===== src/rtl/ledr_run_encoder.sv =====
module ledr_run_encoder #(
  parameter int W      = 32,
  parameter int PLAIN  = 8,
  parameter int MINRUN = 7,
  parameter int LW     = 5,
  localparam int IW    = $clog2(W),
  localparam int CW    = $clog2(LW)
) (
  input  logic          clk,
  input  logic          rst_n,
  input  logic          pkt_valid,
  output logic          pkt_ready,
  input  logic [W-1:0]  pkt_data,
  input  logic          run_valid,
  input  logic [IW-1:0] run_start,
  input  logic [IW:0]   run_len,
  output logic          line_s,
  output logic          line_p,
  output logic          done
);

  typedef enum logic [1:0] {S_IDLE, S_DATA, S_LEN, S_MEND} st_t;

  st_t           st;
  logic [W-1:0]  data_q;
  logic          comp_q;
  logic [IW-1:0] rs_q;
  logic [IW:0]   rl_q;
  logic [IW-1:0] ptr;
  logic [CW-1:0] cnt;

  logic [IW:0] in_end;
  logic        ref_bit;
  logic        mismatch;
  logic        usable;

  assign in_end  = {1'b0, run_start} + run_len;
  assign ref_bit = (run_start == '0) ? 1'b0 : pkt_data[run_start - IW'(1)];

  always_comb begin
    mismatch = 1'b0;
    for (int i = 0; i < W; i++) begin
      if ((IW'(i) >= run_start) && ((IW+1)'(i) < in_end) && (pkt_data[i] != ref_bit))
        mismatch = 1'b1;
    end
  end

  assign usable = run_valid
               && (run_start >= IW'(PLAIN))
               && (run_len >= (IW+1)'(MINRUN))
               && (run_len < (IW+1)'(1 << LW))
               && (in_end <= (IW+1)'(W))
               && !mismatch;

  logic [IW:0] run_end;
  logic        at_run;
  logic        emit_plain;
  logic        plain_bit;
  logic        len_bit;

  assign run_end    = {1'b0, rs_q} + rl_q;
  assign at_run     = comp_q && (ptr == rs_q);
  assign emit_plain = (st == S_DATA) && !at_run;
  assign plain_bit  = data_q[ptr];
  assign len_bit    = rl_q[cnt];
  assign pkt_ready  = (st == S_IDLE);

  always_ff @(posedge clk or negedge rst_n) begin
    if (!rst_n) begin
      st     <= S_IDLE;
      data_q <= '0;
      comp_q <= 1'b0;
      rs_q   <= '0;
      rl_q   <= '0;
      ptr    <= '0;
      cnt    <= '0;
      line_s <= 1'b0;
      line_p <= 1'b0;
      done   <= 1'b0;
    end else begin
      done <= 1'b0;
      case (st)
        S_IDLE: begin
          if (pkt_valid) begin
            data_q <= pkt_data;
            comp_q <= usable;
            rs_q   <= run_start;
            rl_q   <= run_len;
            ptr    <= '0;
            st     <= S_DATA;
          end
        end
        S_DATA: begin
          if (at_run) begin
            line_s <= ~line_s;
            line_p <= ~line_p;
            cnt    <= CW'(LW - 1);
            st     <= S_LEN;
          end else begin
            line_s <= plain_bit;
            if (plain_bit == line_s) line_p <= ~line_p;
            if (ptr == IW'(W - 1)) begin
              done <= 1'b1;
              st   <= S_IDLE;
            end else begin
              ptr <= ptr + IW'(1);
            end
          end
        end
        S_LEN: begin
          line_s <= len_bit;
          if (len_bit == line_s) line_p <= ~line_p;
          if (cnt == '0) st <= S_MEND;
          else cnt <= cnt - CW'(1);
        end
        S_MEND: begin
          line_s <= ~line_s;
          line_p <= ~line_p;
          ptr    <= run_end[IW-1:0];
          if (run_end == (IW+1)'(W)) begin
            done <= 1'b1;
            st   <= S_IDLE;
          end else begin
            st <= S_DATA;
          end
        end
        default: st <= S_IDLE;
      endcase
    end
  end

endmodule


===== config.mk =====
export PLATFORM = sky130hd
export DESIGN_NAME = ledr_run_encoder
export DESIGN_NICKNAME = d
export VERILOG_FILES = /design/src/rtl/ledr_run_encoder.sv
export SDC_FILE = /design/constraint.sdc
export NUM_CORES = 1
export LEC_CHECK = 0
export ABC_AREA = 1
export BUFFER_PORTS_ARGS = -buffer_cell sky130_fd_sc_hd__buf_2
export CAP_MARGIN = 20
export CELL_PAD_IN_SITES_DETAIL_PLACEMENT = 1
export CELL_PAD_IN_SITES_GLOBAL_PLACEMENT = 1
export CORE_UTILIZATION = 30
export CTS_CLUSTER_DIAMETER = 60
export DETAILED_ROUTE_END_ITERATION = 7
export PLACE_DENSITY = 0.65
export SLEW_MARGIN = 10
export SYNTH_ARGS = -nofsm -noshare
export SYNTH_HDL_FRONTEND = slang
export SYNTH_SLANG_ARGS = --single-unit

===== constraint.sdc =====
create_clock -name clk -period 3.2 [get_ports clk]
set_clock_uncertainty 0.15 [all_clocks]
set_input_delay 0.16 -clock clk [delete_from_list [all_inputs] [get_ports clk]]
set_output_delay 0.16 -clock clk [all_outputs]
set_load 0.01 [all_outputs]

==> flow_metrics.env <==
export IMPL_outcome="finished clean"
export IMPL_wirelength_um=19500
export IMPL_drive_above_1_share=0.135
export IMPL_vias=5636
export IMPL_hold_depth=3
export IMPL_yosysTopAreaCell="dfrtp_1"
export IMPL_leakage_uw=0.00312
export IMPL_synth_fp_nets=860
export IMPL_routed_via_density=5.23
export IMPL_reg2reg_from="ptr[1]$_DFFE_PN0P_"
export IMPL_muxShareOfSynthArea=0.00446
export IMPL_synth_avg_cell_area_um2=6.35
export IMPL_fin_crit_ns=2.91
export IMPL_synth_xor_area_frac=0.0104
export IMPL_slew_headroom=0.496
export IMPL_slew_viol_final=0
export IMPL_ys_ff_latch=57
export IMPL_grt_remaining_overflow=0
export IMPL_fillers=2200
export IMPL_ys_warn_count=0
export IMPL_cts_sinks=57
export IMPL_grt_pass1_wl_um=31800
export IMPL_n_antenna_cell=0
export IMPL_nets=918
export IMPL_cp_arrival_ns=2.98
export IMPL_grt_max_degree=85
export IMPL_worst_pin_slew_ns=0.757
export IMPL_drcViolationCount=0
export IMPL_synth_cells=795
export IMPL_fin_crit_sh=0.911
export IMPL_yosysSeqAreaShare=0.283
export IMPL_place_area_um2=5540
export IMPL_synth_cell_types=46
export IMPL_setup_viol=0
export IMPL_regToRegEndpoint="ptr[2]$_DFFE_PN0P_"
export IMPL_ff2ff_path_depth=10
export IMPL_finalNonFillerCells=1077
export IMPL_clk_latency_ns=0.34
export IMPL_num_rows=47
export IMPL_synth_adder_area_share=0.0476
export IMPL_drtPass1Iterations=5
export IMPL_synthFlopType="dfrtp_1"
export IMPL_die_x_um=132
export IMPL_pin_count=51
export IMPL_fin_total_pwr_uw=4320
export IMPL_core_area_um2=16500
export IMPL_tritoncts="yes"
export IMPL_cts_htree_levels=3
export IMPL_clk_pin_slew_worst_paths_ns=0.05
export IMPL_root_buffer="clkbuf_16"
export IMPL_drtIter0Drc=359
export IMPL_first_global_vias=5712
export IMPL_synth_top_cell_area_share=0.283
export IMPL_rsz0062_at_grt="false"
export IMPL_antenna_found_initial=0
export IMPL_dpl_cell_count=1055
export IMPL_fin_util=0.359
export IMPL_cap_violations=0
export IMPL_numPortBuffers=50
export IMPL_powerDensity_nw_per_um2=729
export IMPL_fmax_ghz=0.343
export IMPL_path_class="input pin to flop"
export IMPL_r2r_slack_ns=0.73
export IMPL_layout_commonest_cell="nand2_1"
export IMPL_crit_fanout=7
export IMPL_numCtsBuffers=9
export IMPL_detail_route_wl_per_cell_um=18.1
export IMPL_synth_edff_count=0
export IMPL_start_kind="input pin"
export IMPL_stdcell_area_um2=5930
export IMPL_synth_compound_area_frac=0.161
export IMPL_hold_path_class="input pin to flop"
export IMPL_die_area_um2=17300
export IMPL_tns_ns=0
export IMPL_synth_top_family_by_area="simple AND/OR/NAND/NOR gates"
export IMPL_hpwl_um=15000
export IMPL_min_delay_worst_endpoint="rl_q[3]$_DFFE_PN0P_"
export IMPL_drtAntennaViolNets=0
export IMPL_hold_viol=0
export IMPL_routabilityCongestion=0.924
export IMPL_endpoint_kind="flop"
export IMPL_worst_ep_required_time_ns=3.27
export IMPL_initial_utilization=0.305
export IMPL_hold_start="run_len[3]"
export IMPL_syn_area_um2=5040
export IMPL_synth_async_reset_ratio=1.00
export IMPL_ir_drop_mv=0.284
export IMPL_synthSimpleGateAreaFrac=0.375
export IMPL_die_h_um=132
export IMPL_syn_to_final_growth_pct=17.5
export IMPL_synthTopCellsByArea="dfrtp_1, nand2_1, nand3_1, inv_1, o21ai_0"
export IMPL_clock_path_buffers=2
export IMPL_layout_common_cells="nand2_1, nand3_1, inv_1"
export IMPL_grtUsageTotal=0.236
sequential cells by signal, indices dropped and copies added (netlist names), named ones only:
| register | cells |
|---|---|
| rl_q | 6 |
| ptr | 5 |
| line_s | 1 |
| done | 1 |
| cnt | 3 |
| line_p | 1 |
| rs_q | 5 |
| st | 1 |
| comp_q | 1 |
| data_q | 32 |
repair_timing:
item | in CTS | in global routing
hold buffers | 7 | 0
buffers inserted | 0 | 0
hold endpoints to repair | 63 | 0
gates resized for setup | 0 | 2
endpoints found under the setup margin | 0 | 1
metrics by stage:
step | setup WS, ns | hold WS [ns]
3_5_place_dp | 0.368 | 0.218
6_report | 0.285 | 0.000625
3_3_place_gp | 0.415 | 0.211
2_1_floorplan | 0.877 | -0.286
4_1_cts | 0.211 | 0.000496
5_1_grt | 0.0501 | 0.0259
kinds of logic (layout without fill, tap and decap cells):
kind of cell               Yosys count  count (layout)
and+or+nand+nor                    434             434
AOI/OAI and AO/OA                  141             141
buffers and inverters              137             199
DFF                                 57              57
adders and majority gates           18              18
xor gates and xnor gates             6               6
muxes                                2               2
cell usage after synthesis (2+ instances only):
cell type	n
clkbuf_1	13
xnor2_1	2
nand4_1	11
a31oi_1	2
nand3b_1	2
ha_1	16
nand3_2	2
nand2_4	2
a21oi_1	34
nand2_1	222
nand3_4	2
o21a_1	2
a22oi_1	5
o22ai_1	6
a221oi_1	4
nor2_1	67
dfrtp_1	57
buf_6	6
inv_2	7
buf_4	7
o21ai_0	68
fa_1	2
a21boi_0	2
o221ai_1	7
o31ai_1	2
nand3_1	109
mux2_2	2
inv_1	98
nand2_2	9
xor2_1	4
buf_2	4
nor3_1	5
cell type report:
class	instances	area, um^2	share of cell area
well taps	220	275	0.0464
multi-input cells	601	3030	0.511
clock buffers	13	280	0.0473
flip-flops and latches	57	1430	0.241
clock inverters	2	35.0	0.00591
inverters	106	405	0.0684
repair buffers	78	478	0.0806
worst max-delay path, stage by stage:
cell and delay (ns):
dlygate4sd3_1 0.52, buf_2 0.11, ha_1 0.18, inv_1 0.06, fa_1 0.39, nand3b_1 0.22, nand2_1 0.12, nand2_1 0.07
nand2_2 0.15, nor2_1 0.11, buf_4 0.15, a21oi_1 0.23, nand3_1 0.12, nand2_1 0.08, nor2_1 0.05, nand2_1 0.07
nor2_1 0.05, nand3_1 0.07, nand2_1 0.05
power by group:
group	switching [uW]	internal [uW]
Sequential	261	1040
Clock	334	681
Combinational	1270	735
how the worst max path moves through the flow:
| stage | from | slack (ns) | to |
|---|---|---|---|
| CTS | run_len[0] | 0.21 | comp_q$_DFFE_PN0P_ |
| global placement | run_start[1] | 0.41 | comp_q$_DFFE_PN0P_ |
| detailed placement | run_start[1] | 0.37 | comp_q$_DFFE_PN0P_ |
| floorplan | run_start[0] | 0.88 | comp_q$_DFFE_PN0P_ |
| global route | run_len[0] | 0.05 | comp_q$_DFFE_PN0P_ |
| finish | run_len[0] | 0.29 | comp_q$_DFFE_PN0P_ |
routing by layer:
metal	vias to the layer above	routed length, um	global-route usage
li1	2742	-	-
met1	2722	9400	0.330
met2	139	8960	0.374
met3	33	671	0.0255
met4	0	499	0.0827
met5	-	0	0
Note: power is estimated with default switching activity, not from simulation.
